## src/rtl/pic_pkg.sv

```systemverilog
package pic_pkg;
  parameter int NUM_IN = 8;
  parameter int DATA_W = 8;
  localparam int LVL_W = $clog2(NUM_IN);
  localparam int BASE_W = DATA_W - LVL_W;

  typedef enum logic [1:0] {
    PH_RUN  = 2'd0,
    PH_BASE = 2'd1,
    PH_CASC = 2'd2,
    PH_MODE = 2'd3
  } phase_t;

  // strobes and state from the control unit to the datapath
  typedef struct packed {
    logic icw1;
    logic ldBase;
    logic ldCasc;
    logic ldMask;
    logic ldTrig;
    logic eoi;
    logic pollRead;
    logic selIsr;
    logic pollArmed;
    logic ltim;
  } pic_cmd_t;

  typedef struct packed {
    logic             valid;
    logic [LVL_W-1:0] idx;
  } pick_t;

  function automatic pick_t pickLowest(logic [NUM_IN-1:0] v);
    pick_t p;
    p = '0;
    for (int i = NUM_IN - 1; i >= 0; i--) begin
      if (v[i]) begin
        p.valid = 1'b1;
        p.idx = LVL_W'(i);
      end
    end
    return p;
  endfunction
endpackage

```

## src/rtl/pic_ctrl.sv

```systemverilog
module pic_ctrl
  import pic_pkg::*;
(
  input  logic              clk,
  input  logic              rstN,
  input  logic              addr,
  input  logic [DATA_W-1:0] wrData,
  input  logic              wrEn,
  input  logic              rdEn,
  input  logic              trigWr,
  output pic_cmd_t          cmd,
  output phase_t            phaseQ
);
  logic needMode;
  logic ltimQ;
  logic selIsrQ;
  logic pollQ;
  logic ctlWr, datWr, isIcw1, isOcw2, isOcw3, pollRd;

  always_comb begin
    ctlWr  = wrEn & ~addr;
    datWr  = wrEn & addr;
    isIcw1 = ctlWr & wrData[4];
    isOcw2 = ctlWr & ~wrData[4] & ~wrData[3];
    isOcw3 = ctlWr & ~wrData[4] & wrData[3];
    pollRd = rdEn & ~addr & pollQ;

    cmd.icw1      = isIcw1;
    cmd.ldBase    = datWr && (phaseQ == PH_BASE);
    cmd.ldCasc    = datWr && (phaseQ == PH_CASC);
    cmd.ldMask    = datWr && (phaseQ == PH_RUN);
    cmd.ldTrig    = trigWr;
    cmd.eoi       = isOcw2 && (wrData == DATA_W'(8'h20));
    cmd.pollRead  = pollRd;
    cmd.selIsr    = selIsrQ;
    cmd.pollArmed = pollQ;
    cmd.ltim      = ltimQ;
  end

  always_ff @(posedge clk or negedge rstN) begin
    if (!rstN) begin
      phaseQ   <= PH_RUN;
      needMode <= 1'b0;
      ltimQ    <= 1'b0;
      selIsrQ  <= 1'b0;
      pollQ    <= 1'b0;
    end else if (isIcw1) begin
      phaseQ   <= PH_BASE;
      needMode <= wrData[0];
      ltimQ    <= wrData[3];
      selIsrQ  <= 1'b0;
      pollQ    <= 1'b0;
    end else begin
      if (datWr) begin
        case (phaseQ)
          PH_BASE: phaseQ <= PH_CASC;
          PH_CASC: phaseQ <= needMode ? PH_MODE : PH_RUN;
          PH_MODE: phaseQ <= PH_RUN;
          default: phaseQ <= PH_RUN;
        endcase
      end
      if (pollRd) pollQ <= 1'b0;
      if (isOcw3) begin
        if (wrData[1]) selIsrQ <= wrData[0];
        if (wrData[2]) pollQ <= 1'b1;
      end
    end
  end
endmodule

```

## src/rtl/pic_dpath.sv

```systemverilog
module pic_dpath
  import pic_pkg::*;
(
  input  logic              clk,
  input  logic              rstN,
  input  pic_cmd_t          cmd,
  input  logic              addr,
  input  logic [DATA_W-1:0] wrData,
  input  logic [NUM_IN-1:0] irqIn,
  input  logic              intAck,
  output logic              intOut,
  output logic [DATA_W-1:0] rdData,
  output logic [DATA_W-1:0] vecOut,
  output logic [DATA_W-1:0] cascCfg
);
  logic [NUM_IN-1:0] irr, isr, mask, trig, irqPrev;
  logic [NUM_IN-1:0] ackBit, eoiBit;
  logic [BASE_W-1:0] base;
  pick_t candPick, isrPick;
  logic ackNow;

  always_comb begin
    candPick = pickLowest(irr & ~mask);
    isrPick  = pickLowest(isr);
    intOut   = candPick.valid && (!isrPick.valid || (candPick.idx < isrPick.idx));
    ackNow   = (intAck | cmd.pollRead) & intOut;
    ackBit   = ackNow ? (NUM_IN'(1) << candPick.idx) : '0;
    eoiBit   = (cmd.eoi && isrPick.valid) ? (NUM_IN'(1) << isrPick.idx) : '0;
  end

  always_comb begin
    if (addr)
      rdData = DATA_W'(mask);
    else if (cmd.pollArmed)
      rdData = {intOut, {(DATA_W-1-LVL_W){1'b0}}, (intOut ? candPick.idx : {LVL_W{1'b0}})};
    else if (cmd.selIsr)
      rdData = DATA_W'(isr);
    else
      rdData = DATA_W'(irr);
  end

  for (genvar g = 0; g < NUM_IN; g++) begin : g_req
    logic isLevel, rise, nextBit;
    always_comb begin
      isLevel = trig[g] | cmd.ltim;
      rise    = irqIn[g] & ~irqPrev[g];
      nextBit = (isLevel ? irqIn[g] : (irr[g] | rise)) & ~ackBit[g];
    end
    always_ff @(posedge clk or negedge rstN) begin
      if (!rstN) irr[g] <= 1'b0;
      else       irr[g] <= nextBit;
    end
  end

  always_ff @(posedge clk or negedge rstN) begin
    if (!rstN) begin
      isr     <= '0;
      mask    <= '1;
      trig    <= '0;
      irqPrev <= '0;
      base    <= '0;
      cascCfg <= '0;
      vecOut  <= '0;
    end else begin
      irqPrev <= irqIn;
      if (cmd.icw1) isr <= '0;
      else          isr <= (isr & ~eoiBit) | ackBit;
      if (cmd.icw1)        mask <= '0;
      else if (cmd.ldMask) mask <= wrData[NUM_IN-1:0];
      if (cmd.ldTrig) trig <= wrData[NUM_IN-1:0];
      if (cmd.ldBase) base <= wrData[DATA_W-1:LVL_W];
      if (cmd.ldCasc) cascCfg <= wrData;
      if (intAck) vecOut <= {base, (intOut ? candPick.idx : {LVL_W{1'b1}})};
    end
  end
endmodule

```

## src/rtl/prio_intc.sv

```systemverilog
module prio_intc
  import pic_pkg::*;
(
  input  logic              clk,
  input  logic              rstN,
  input  logic              addr,
  input  logic [DATA_W-1:0] wrData,
  input  logic              wrEn,
  input  logic              rdEn,
  output logic [DATA_W-1:0] rdData,
  input  logic              trigWr,
  input  logic [NUM_IN-1:0] irqIn,
  output logic              intOut,
  input  logic              intAck,
  output logic [DATA_W-1:0] vecOut,
  output logic [DATA_W-1:0] cascCfg
);
  pic_cmd_t cmd;
  phase_t   phase;

  pic_ctrl i_ctrl (
    .clk(clk), .rstN(rstN), .addr(addr), .wrData(wrData), .wrEn(wrEn),
    .rdEn(rdEn), .trigWr(trigWr), .cmd(cmd), .phaseQ(phase)
  );

  pic_dpath i_dpath (
    .clk(clk), .rstN(rstN), .cmd(cmd), .addr(addr), .wrData(wrData),
    .irqIn(irqIn), .intAck(intAck), .intOut(intOut), .rdData(rdData),
    .vecOut(vecOut), .cascCfg(cascCfg)
  );
endmodule

```

## config.mk

```make
export PLATFORM = sky130hd
export DESIGN_NAME = prio_intc
export DESIGN_NICKNAME = d
export VERILOG_FILES = /design/src/rtl/pic_pkg.sv /design/src/rtl/pic_ctrl.sv /design/src/rtl/pic_dpath.sv /design/src/rtl/prio_intc.sv
export SDC_FILE = /design/constraint.sdc
export NUM_CORES = 1
export LEC_CHECK = 0
export BUFFER_PORTS_ARGS = -buffer_cell sky130_fd_sc_hd__buf_2
export CAP_MARGIN = 20
export CELL_PAD_IN_SITES_DETAIL_PLACEMENT = 1
export CELL_PAD_IN_SITES_GLOBAL_PLACEMENT = 2
export CORE_ASPECT_RATIO = 0.75
export CORE_UTILIZATION = 37
export CTS_CLUSTER_DIAMETER = 60
export CTS_CLUSTER_SIZE = 16
export DETAILED_ROUTE_END_ITERATION = 8
export HOLD_SLACK_MARGIN = 0.12
export PLACE_DENSITY_LB_ADDON = 0.1
export SLEW_MARGIN = 15
export SYNTH_ARGS = -nofsm -noshare
export SYNTH_HDL_FRONTEND = slang
export SYNTH_SLANG_ARGS = --single-unit
export TNS_END_PERCENT = 10
```

## constraint.sdc

```tcl
create_clock -name clk -period 3.55 [get_ports clk]
set_input_delay 0.355 -clock clk [delete_from_list [all_inputs] [get_ports clk]]
set_output_delay 0.355 -clock clk [all_outputs]
set_load 0.05 [all_outputs]
```

==> impl_metrics.csv, run 1 <==
group,metric,value,unit
outcome,status,"completed",
sta,fmax,290,MHz
clock_network,clockBufferDepth,2,
synth,synth_common_cells,"dfrtp_1, nand2_1, mux2_2, nor2_1, a21oi_1",
routing,route.detailed.wl_per_inst,19.8,µm
synth,syn_inst,307,
routing,drt_wl_total,9360,µm
sta,setup_viol,0,
sta,timing.final.crit_share,0.970,
global_route,grt-ovfl-total,0,
synth,syn_nets,335,
die,start_util,0.384,
routing,drc,0,
synth,synth_top_cell_area_share,0.453,
global_route,grt_pass1_vias,2637,
power_and_ir_drop,power_leakage,1.75,nW
synth,ys_seq_elements,67,
cells_and_area,nNetsFinal,387,
job,drv_cap,0,
power_and_ir_drop,power.density,935,nW/µm²
clock_network,root_buffer,"clkbuf_16",
synth,synth.distinct_cells,47,
place,hpwl,6900,µm
sta,period_minus_slack,3.45,ns
routing,initialDrtViolationCount,119,
clock_network,tritoncts,"built",
synth,syn_area_per_cell,10.6,µm²
routing,via_count,2605,
global_route,antenna_found_initial,0,
setup_path,worstPathRequired,3.19,ns
power_and_ir_drop,vdd_drop_max,0.503,mV
routing,ant_nets,0,
setup_path,cp_top_family,"compound AO/OA/AOI/OAI gates",
cells_and_area,syn_to_final_growth,21.4,%
place,place_ws,0.201,ns
setup_path,critPathMaxStageDelay,0.55,ns
clock_network,cts.sinks,67,
die,die_w,110,µm
sta,tightest_slew,0.737,ns
power_and_ir_drop,p_total,3.70,mW
cells_and_area,multi_input_area,1530,µm²
setup_path,path_cells,"nand2b_2 > nand4_1 > a21oi_2 > ha_2 > and2_1 > o41a_1 > a31oi_4 > o31a_1 > clkbuf_4",
place,routabilityCongestion,0.872,
synth,synth_top_cell_by_area,"dfrtp_1",
synth,async_flop_share,1.00,
global_route,grt_first_pass_wirelength,14800,µm
setup_path,cp.arrival,3.09,ns
sta,hold_viol,0,
routing,via_per_inst,5.52,
die,dieArea,9190,µm²
global_route,grt_max_degree,49,
cells_and_area,diodes,0,
clock_network,clkTransAtPathRegs,0.05,ns
clock_network,h-tree-depth,3,
setup_path,crit_type,"reg2out",
die,core-area,8490,µm²
synth,synth-warning-count,0,
sta,slew_viol_final,0,
hold_path,hold_path_class,"in2reg",
die,ios,48,
clock_network,numCtsBuffers,9,
cells_and_area,fillers,960,
setup_path,critical_path.max_fanout,7,
cells_and_area,final_layout_size_suffix_gt1_frac,0.327,
setup_path,cp-start-kind,"flip-flop",
synth,synth_area_leaders,"dfrtp_1, mux2_2, dfstp_2",
setup_path,crit_slowest_cell,"dfstp_2",
setup_path,crit_buf_inv,1,
synth,seq_area_frac_synth,0.517,
synth,post-synth-top-count-cell,"dfrtp_1",
synth,syn-cell-area,3260,µm²
synth,synth_ff_type,"dfrtp_1",
setup_path,worstSetupEndpointType,"primary output",
sta,worst_slack,0.105,ns
place,post-place-cells,453,
routing,dr.pass1.iters,4,
place,io_buffers,47,
die,placement_rows,29,
global_route,grtUsageTotal,0.222,
sta,relSlewSlack,0.505,
sta,finalClockSkew,0.00568,ns
synth,synth_edf_count,0,
cells_and_area,ff_latch_area,1690,µm²
cells_and_area,instances_no_fill,472,
clock_network,clk_latency,0.33,ns
die,die_h,83.3,µm
-- worst reg2reg max path, stage by stage (launching register included) --
cell,delay [ns]
dfstp_2,0.55
nand2b_2,0.21
nand4_1,0.18
a21oi_2,0.20
ha_2,0.30
and2_1,0.19
o41a_1,0.47
buf_4,0.18
nor3_2,0.33
a21oi_1,0.13
-- power breakdown --
part | switching (mW) | internal [mW] | leakage (nW)
clock | 0.323 | 0.544 | 0.137
sequential | 0.173 | 0.974 | 0.797
combinational | 1.13 | 0.559 | 0.819
total | 1.63 | 2.08 | 1.75
-- repair_timing --
item / 4_1_cts / 5_1_grt
pin swaps: 0 / 2
hold buffers: 1 / 0
setup endpoints to repair: 3 / 4
buffers inserted: 1 / 1
hold endpoints to repair: 15 / 0
resized for setup: 2 / 8
-- metal layers --
metal | wire [µm] | GRT usage | share of wire | vias to the layer above
li1 | - | - | - | 1205
met1 | 4860 | 0.339 | 0.52 | 1320
met2 | 3910 | 0.305 | 0.42 | 65
met3 | 425 | 0.0549 | 0.045 | 15
met4 | 162 | 0.0658 | 0.017 | 0
met5 | 0 | 0 | 0 | -
-- final cells by class --
class,count,share of cell area
Clock buffer,12,0.0598
Clock inverter,4,0.0130
Inverter,10,0.00948
Multi-Input combinational cell,218,0.385
Sequential cell,67,0.426
Tap cell,108,0.0341
Timing Repair Buffer,53,0.0721
-- flip-flops by register name, summed over array words and instances (netlist names) --
register and count:
i_dpath.isr 8, i_ctrl.pollQ 1, i_dpath.vecOut 8, i_ctrl.selIsrQ 1, i_ctrl.phaseQ 2, i_ctrl.needMode 1, i_dpath.cascCfg 8, i_ctrl.ltimQ 1
i_dpath.irr 8, i_dpath.irqPrev 8, i_dpath.base 5, i_dpath.mask 8, i_dpath.trig 8
-- worst paths after layout --
path / from / to / slack [ns] / cells after the start
max: i_dpath.mask[2] / rdData[7] / 0.10 / 9
min: irqIn[7] / i_dpath.irqPrev[7] / 0.14 / 1
max reg2reg: i_dpath.mask[2] / i_dpath.irr[0] / 0.67 / 9
min reg2reg: i_dpath.vecOut[5] / i_dpath.vecOut[5] / 0.50 / 1
max in group asynchronous: rstN / i_dpath.irqPrev[4] / 2.07 / 3
min in group asynchronous: rstN / i_dpath.vecOut[4] / 0.51 / 2
-- cell families after synthesis --
kind of cell	share of synthesized area
buffers and inverters	0.0253
AO/OA/AOI/OAI	0.170
adder cells (fa/ha/maj)	0.0192
multiplexers	0.118
AND/OR/NAND/NOR	0.149
flip-flops	0.517
-- cell usage in the layout (no fill, tap or decap), drive strengths merged, types with 2 or more instances in the layout --
cell and count:
and2 3, nand2b 5, ha 5, o21bai 2, mux2 28, a22o 8
a22oi 8, a31oi 8, nor2 28, dfstp 8, a31o 3, mux2i 7
o31ai 2, nor4 2, buf 51, and3 4, clkbuf 13, inv 10
a21boi 2, nand3 6, o21ai 13, nor3 4, dfrtp 59, o21a 2
a21oi 19, nand4 5, o22ai 3, clkinv 2, nor2b 9, o41ai 2
nand2 33
-- stage by stage --
stage	hold slack, ns	cell area, µm²	TNS [ns]	utilization
after floorplan	0.0594	3260	0	-
after global placement	0.339	3610	0	0.425
after detailed placement	0.339	3610	0	0.425
after CTS	0.135	3920	0	0.462
after global routing	0.139	3960	-0.00100	0.466
final	0.142	3960	0	0.466
(Power assumes the default switching activity.)
==> run 2: changes to the inputs <==
--- a/config.mk
+++ b/config.mk
@@ -15,7 +15,7 @@
 export CTS_CLUSTER_SIZE = 16
 export DETAILED_ROUTE_END_ITERATION = 8
 export HOLD_SLACK_MARGIN = 0.12
-export PLACE_DENSITY_LB_ADDON = 0.1
+export PLACE_DENSITY_LB_ADDON = 0.3
 export SLEW_MARGIN = 15
 export SYNTH_ARGS = -nofsm -noshare
 export SYNTH_HDL_FRONTEND = slang
==> run 2 against run 1 <==
Effect of this change:
- combinational power hardly changed
- register-to-register slack got worse by 0.02 ns
- clock power up 23%
- sequential cell count unchanged
- routed wire length is 2.6% higher
- largest power group unchanged
- highest routed layer unchanged
==> impl_metrics.csv, run 2 (synthesis gave the netlist of run 1 again) <==
group,metric,value,unit
cells_and_area,final_layout_size_suffix_gt1_frac,0.328,
sta,whs,0.144,ns
power_and_ir_drop,p_switching,1.65,mW
place,hpwl,6920,µm
power_and_ir_drop,swShare,0.423,
clock_network,tritoncts,"built",
global_route,grtUsageTotal,0.226,
cells_and_area,final_cell_mix,"dfrtp_1, buf_2, nand2_1",
die,placement_rows,29,
die,die_w,110,µm
clock_network,numCtsBuffers,9,
setup_path,critPathMaxStageDelay,0.54,ns
setup_path,r2r_end,"i_dpath.irr[2]",
power_and_ir_drop,p_total,3.91,mW
clock_network,h-tree-depth,3,
power_and_ir_drop,power.density,975,nW/µm²
setup_path,worstPathRequired,3.19,ns
power_and_ir_drop,vdd_drop_max,0.596,mV
sta,tns,0,ns
place,place_area,3610,µm²
job,drv_cap,0,
sta,slew_viol_final,0,
clock_network,root_buffer,"clkbuf_16",
sta,period_minus_slack,3.43,ns
cells_and_area,design_area,4010,µm²
die,ios,48,
routing,via_count,2657,
sta,rsz0062_at_grt,"no",
hold_path,whs_path_depth,1,
cells_and_area,diodes,0,
clock_network,clockBufferDepth,2,
clock_network,clk_latency,0.33,ns
hold_path,hold-path-endpoint,"i_dpath.irqPrev[2]",
routing,drt_wl_total,9610,µm
global_route,grt-ovfl-total,0,
setup_path,crit_type,"reg2out",
hold_path,min_from,"irqIn[2]",
die,core-area,8490,µm²
global_route,grt_first_pass_wirelength,15000,µm
setup_path,crit_slowest_cell,"dfstp_2",
routing,via_per_inst,5.64,
place,routabilityCongestion,0.819,
sta,fmax,291,MHz
power_and_ir_drop,p_int,2.25,mW
cells_and_area,instances_no_fill,471,
routing,ant_nets,0,
routing,dr.pass1.iters,4,
sta,hold_viol,0,
sta,tightest_slew,0.639,ns
die,die_h,83.3,µm
setup_path,worstSetupEndpointType,"primary output",
power_and_ir_drop,power_leakage,1.79,nW
setup_path,cp-start-kind,"flip-flop",
routing,drc,0,
routing,initialDrtViolationCount,105,
place,io_buffers,47,
sta,timing.final.crit_share,0.967,
outcome,status,"completed",
setup_path,path_cells,"nand2b_2 > nand4_1 > a21oi_2 > ha_1 > and2_1 > o41a_1 > a31oi_4 > o31a_1 > buf_2",
power_and_ir_drop,pwr-share-clk,0.274,
sta,finalClockSkew,0.00518,ns
cells_and_area,final_common_cell,"dfrtp_1",
clock_network,cts.sinks,67,
global_route,grt_max_degree,46,
setup_path,cp.arrival,3.08,ns
sta,setup_viol,0,
setup_path,r2r_cells,9,
die,dieArea,9190,µm²
clock_network,clkTransAtPathRegs,0.06,ns
setup_path,r2r-start,"i_dpath.mask[2]",
sta,relSlewSlack,0.571,
global_route,grt_pass1_vias,2705,
cells_and_area,nNetsFinal,386,
setup_path,critical_path.max_fanout,7,
hold_path,hold_path_class,"in2reg",
global_route,antenna_found_initial,0,
setup_path,ff2ff_setup_slack,0.65,ns
place,post-place-cells,453,
die,start_util,0.384,
power_and_ir_drop,p_comb_frac,0.432,
cells_and_area,syn_to_final_growth,23.0,%
power_and_ir_drop,seq_power_share,0.294,
routing,route.detailed.wl_per_inst,20.4,µm
[run 2: how the worst max path moves through the flow]
stage               cells past startpoint   endpoint  slack [ns]            start
global route                           11  rdData[0]        0.02  i_dpath.mask[5]
floorplan                              10  rdData[7]        0.29  i_dpath.mask[5]
global placement                       10  rdData[1]        0.36  i_dpath.mask[2]
finish                                  9  rdData[7]        0.12  i_dpath.mask[2]
detailed placement                     10  rdData[1]        0.28  i_dpath.mask[2]
CTS                                     9  rdData[7]        0.03   i_dpath.isr[4]
[run 2: critical path, delay by kind of cell (launching register included)]
family | cells | cell delay (ns)
adder cells (fa/ha/maj) | 1 | 0.27
AO/OA/AOI/OAI | 4 | 1.07
AND/OR/NAND/NOR | 3 | 0.57
flip-flops | 1 | 0.54
buffers and inverters | 1 | 0.27
[run 2: power by group through the flow]
stage	sequential, mW	clock [mW]	combinational, mW
4_1_cts	1.14	1.09	1.66
5_1_grt	1.18	1.12	1.79
6_report	1.15	1.07	1.69
2_1_floorplan	1.37	0	0.914
3_5_place_dp	1.15	0	1.61
3_3_place_gp	1.15	0	1.59
[run 2: through the flow]
stage | setup WS [ns] | util
floorplan | 0.291 | -
global placement | 0.361 | 0.425
detailed placement | 0.282 | 0.425
CTS | 0.0347 | 0.471
global route | 0.0165 | 0.472
finish | 0.119 | 0.472
[run 2: final cells by class]
type	count	area, µm²
clock buffer	11	253
clock inverter	5	108
fill	949	4480
inverter	10	37.5
multi-input combinational	218	1520
sequential	67	1690
tap	108	135
timing repair buffer	52	275
[run 2: repair_timing]
item / 4_1_cts / 5_1_grt
pin swaps: 0 / 1
endpoints found under the setup margin: 3 / 4
gates cloned: 0 / 0
setup buffers: 1 / 0
hold endpoints to repair: 17 / 0
gates resized for setup: 2 / 5
hold buffers: 1 / 0
[run 2: metal layers]
layer | vias to the layer above | GRT usage | part of all wire
met5 | - | 0 | 0
met4 | 0 | 0.0789 | 0.018
met3 | 13 | 0.0487 | 0.049
met2 | 82 | 0.324 | 0.45
met1 | 1354 | 0.334 | 0.49
li1 | 1208 | - | -
==> run 3: changes to the inputs <==
--- a/config.mk
+++ b/config.mk
@@ -19,5 +19,6 @@
 export SLEW_MARGIN = 15
 export SYNTH_ARGS = -nofsm -noshare
 export SYNTH_HDL_FRONTEND = slang
+export SYNTH_HIERARCHICAL = 1
 export SYNTH_SLANG_ARGS = --single-unit
 export TNS_END_PERCENT = 10
==> run 3 against run 2 <==
Effect of this change:
- routed wire length down 7.0%
- critical path depth increased by 2
- clock power decreased by 17%
- die area increased by 3.6%
- core utilization shrank 0.86 points
- synthesized cell count grew 3.9%
- total power fell by 5.1%
- synthesized area rose by 3.7%
- non-clock buffer count decreased by 3
- clock-buffer cell count decreased by 1
==> impl_metrics.csv, run 3 <==
group,metric,value,unit
outcome,status,"completed",
sta,period_minus_slack,3.45,ns
global_route,grt_first_pass_wirelength,14700,µm
sta,slew_viol_final,0,
cells_and_area,fillers,984,
power_and_ir_drop,p_switching,1.65,mW
power_and_ir_drop,power_leakage,1.78,nW
setup_path,critical_path.max_fanout,4,
clock_network,tritoncts,"built",
setup_path,r2r-start,"i_dpath/mask[5]",
sta,fmax,290,MHz
setup_path,r2r_end,"i_dpath/isr[2]",
job,drv_cap,0,
sta,tightest_slew,0.850,ns
clock_network,clkTransAtPathRegs,0.06,ns
cells_and_area,diodes,0,
sta,tns,0,ns
power_and_ir_drop,p_comb_frac,0.447,
cells_and_area,final_cell_mix,"dfrtp_1, buf_2, nor2_1",
place,routabilityCongestion,0.765,
synth,synth.distinct_cells,48,
setup_path,worstPathRequired,3.19,ns
routing,drc,0,
die,die_h,84.8,µm
hold_path,hold_path_class,"in2reg",
synth,synth_common_cells,"dfrtp_1, nor2_1, mux2_2",
clock_network,postCtsSetupRepairBufs,0,
cells_and_area,fin_util,0.464,
cells_and_area,syn_to_final_growth,19.0,%
power_and_ir_drop,pwr-share-clk,0.240,
clock_network,cts.sinks,67,
cells_and_area,nNetsFinal,391,
setup_path,crit_type,"reg2out",
clock_network,root_buffer,"clkbuf_16",
global_route,grtUsageTotal,0.208,
global_route,antenna_found_initial,0,
synth,seq_area_frac_synth,0.499,
power_and_ir_drop,swShare,0.445,
place,io_buffers,47,
synth,post-synth-top-count-cell,"dfrtp_1",
synth,ys_seq_elements,67,
die,die_w,112,µm
setup_path,crit_path_start,"i_dpath/mask[5]",
sta,finalClockSkew,0.00577,ns
die,ios,48,
clock_network,clockBufferDepth,2,
routing,dr.pass1.iters,4,
place,post-place-cells,459,
clock_network,cts.hold.buffers_added,0,
synth,synth_edf_count,0,
global_route,grt_pass1_vias,2687,
die,core-area,8670,µm²
setup_path,cp-start-kind,"flip-flop",
sta,timing.final.crit_share,0.971,
synth,synth_top_cell_by_area,"dfrtp_1",
die,dieArea,9520,µm²
setup_path,worstSetupEndpointType,"primary output",
synth,syn-cell-area,3380,µm²
routing,via_count,2524,
sta,setup_viol,0,
setup_path,cp.arrival,3.09,ns
routing,route.detailed.wl_per_inst,18.8,µm
synth,synth-warning-count,6,
power_and_ir_drop,vdd_drop_max,0.535,mV
synth,syn_inst,319,
synth,synth_area_leaders,"dfrtp_1, mux2_2, dfstp_2",
global_route,grt-ovfl-total,0,
sta,hold_viol,0,
place,hpwl,6530,µm
sta,relSlewSlack,0.433,
global_route,grt_max_degree,68,
setup_path,crit_end,"rdData[1]",
sta,rsz0062_at_grt,"no",
cells_and_area,final_layout_size_suffix_gt1_frac,0.343,
cells_and_area,final_common_cell,"dfrtp_1",
die,placement_rows,29,
clock_network,h-tree-depth,3,
clock_network,numCtsBuffers,9,
setup_path,ff2ff_setup_slack,0.98,ns
power_and_ir_drop,p_int,2.06,mW
synth,async_flop_share,1.00,
power_and_ir_drop,seq_power_share,0.313,
synth,syn_nets,348,
setup_path,r2r_cells,9,
routing,ant_nets,0,
cells_and_area,instances_no_fill,475,
power_and_ir_drop,power.density,922,nW/µm²
synth,syn_area_per_cell,10.6,µm²
routing,via_per_inst,5.31,
clock_network,clk_latency,0.34,ns
synth,synth_top_cell_area_share,0.437,
routing,drt_wl_total,8940,µm
synth,synth_ff_type,"dfrtp_1",
die,start_util,0.390,
routing,initialDrtViolationCount,101,
==> run 3: changes by cell type in the layout (fill, tap and decap cells not counted), sizes merged, moves of 3 or more <==
cell and delta:
nand3 -3, clkinv +3, nand2b +4, buf -3
and2 -3, mux2i +8, a31o -3, nand4 -3
nor2 +8, nand2 -6, a22o -8
==> run 3: layout make-up <==
cell class	count	area (µm²)	share of cell area
sequential	67	1690	0.419
multi-input combinational	222	1590	0.396
timing repair buffer	49	253	0.0628
clock buffer	10	239	0.0594
tap	108	135	0.0336
clock inverter	6	65.1	0.0162
inverter	13	48.8	0.0121
==> run 3: through the flow <==
stage	total power [mW]	area [µm²]	hold WS [ns]	setup WS [ns]
final	3.71	4020	0.136	0.104
after global routing	3.92	4020	0.125	0.00356
after CTS	3.72	3990	0.125	0.0649
after detailed placement	2.80	3680	0.480	0.230
after global placement	2.76	3680	0.480	0.298
after floorplan	2.36	3380	0.0594	0.107
==> run 3: cell families (layout without fill, tap and decap cells) <==
kind of cell / Yosys count / after routing / share of synthesized area
AO/OA/AOI/OAI: 70 / 70 / 0.144
adder cells (fa/ha/maj): 6 / 6 / 0.0222
AND/OR/NAND/NOR: 102 / 102 / 0.151
flip-flops: 67 / 67 / 0.499
buffers and inverters: 30 / 78 / 0.0404
multiplexers: 44 / 44 / 0.143
==> run 3: power groups by stage <==
stage          clock network [mW]  registers [mW]  logic (mW)
6_report                    0.891            1.16        1.66
4_1_cts                     0.914            1.16        1.65
3_3_place_gp                    0            1.16        1.60
2_1_floorplan                   0            1.37       0.986
5_1_grt                     0.939            1.20        1.78
3_5_place_dp                    0            1.17        1.63
==> run 3: what timing repair did <==
item / 4_1_cts / 5_1_grt
setup endpoints to repair: 4 / 3
gates resized for setup: 2 / 7
gates cloned: 0 / 0
pin swaps: 0 / 1
==> run 3: worst min path at each step <==
stage,start,endpoint,slack (ns),cells past startpoint
6_report,irqIn[4],i_dpath/irqPrev[4],0.14,1
4_1_cts,irqIn[5],i_dpath/irqPrev[5],0.13,1
3_5_place_dp,irqIn[2],i_dpath/irqPrev[2],0.48,1
5_1_grt,irqIn[5],i_dpath/irqPrev[5],0.13,1
2_1_floorplan,rstN,i_ctrl/ltimQ,0.06,0
3_3_place_gp,irqIn[2],i_dpath/irqPrev[2],0.48,1
==> run 3: critical path: stages, from the launching register on <==
cell	delay [ns]
dfstp_2	0.53
nand2b_1	0.18
nor4b_4	0.29
nor3_2	0.09
ha_1	0.32
a21oi_2	0.09
a32oi_2	0.31
inv_2	0.08
a31oi_4	0.23
o22ai_1	0.13
mux2_2	0.29
buf_2	0.21
==> run 3: metal layers <==
layer	track usage	part of all wire
met2	0.320	0.46
met1	0.287	0.50
met3	0.0563	0.035
met5	0	0
met4	0.0655	0.012
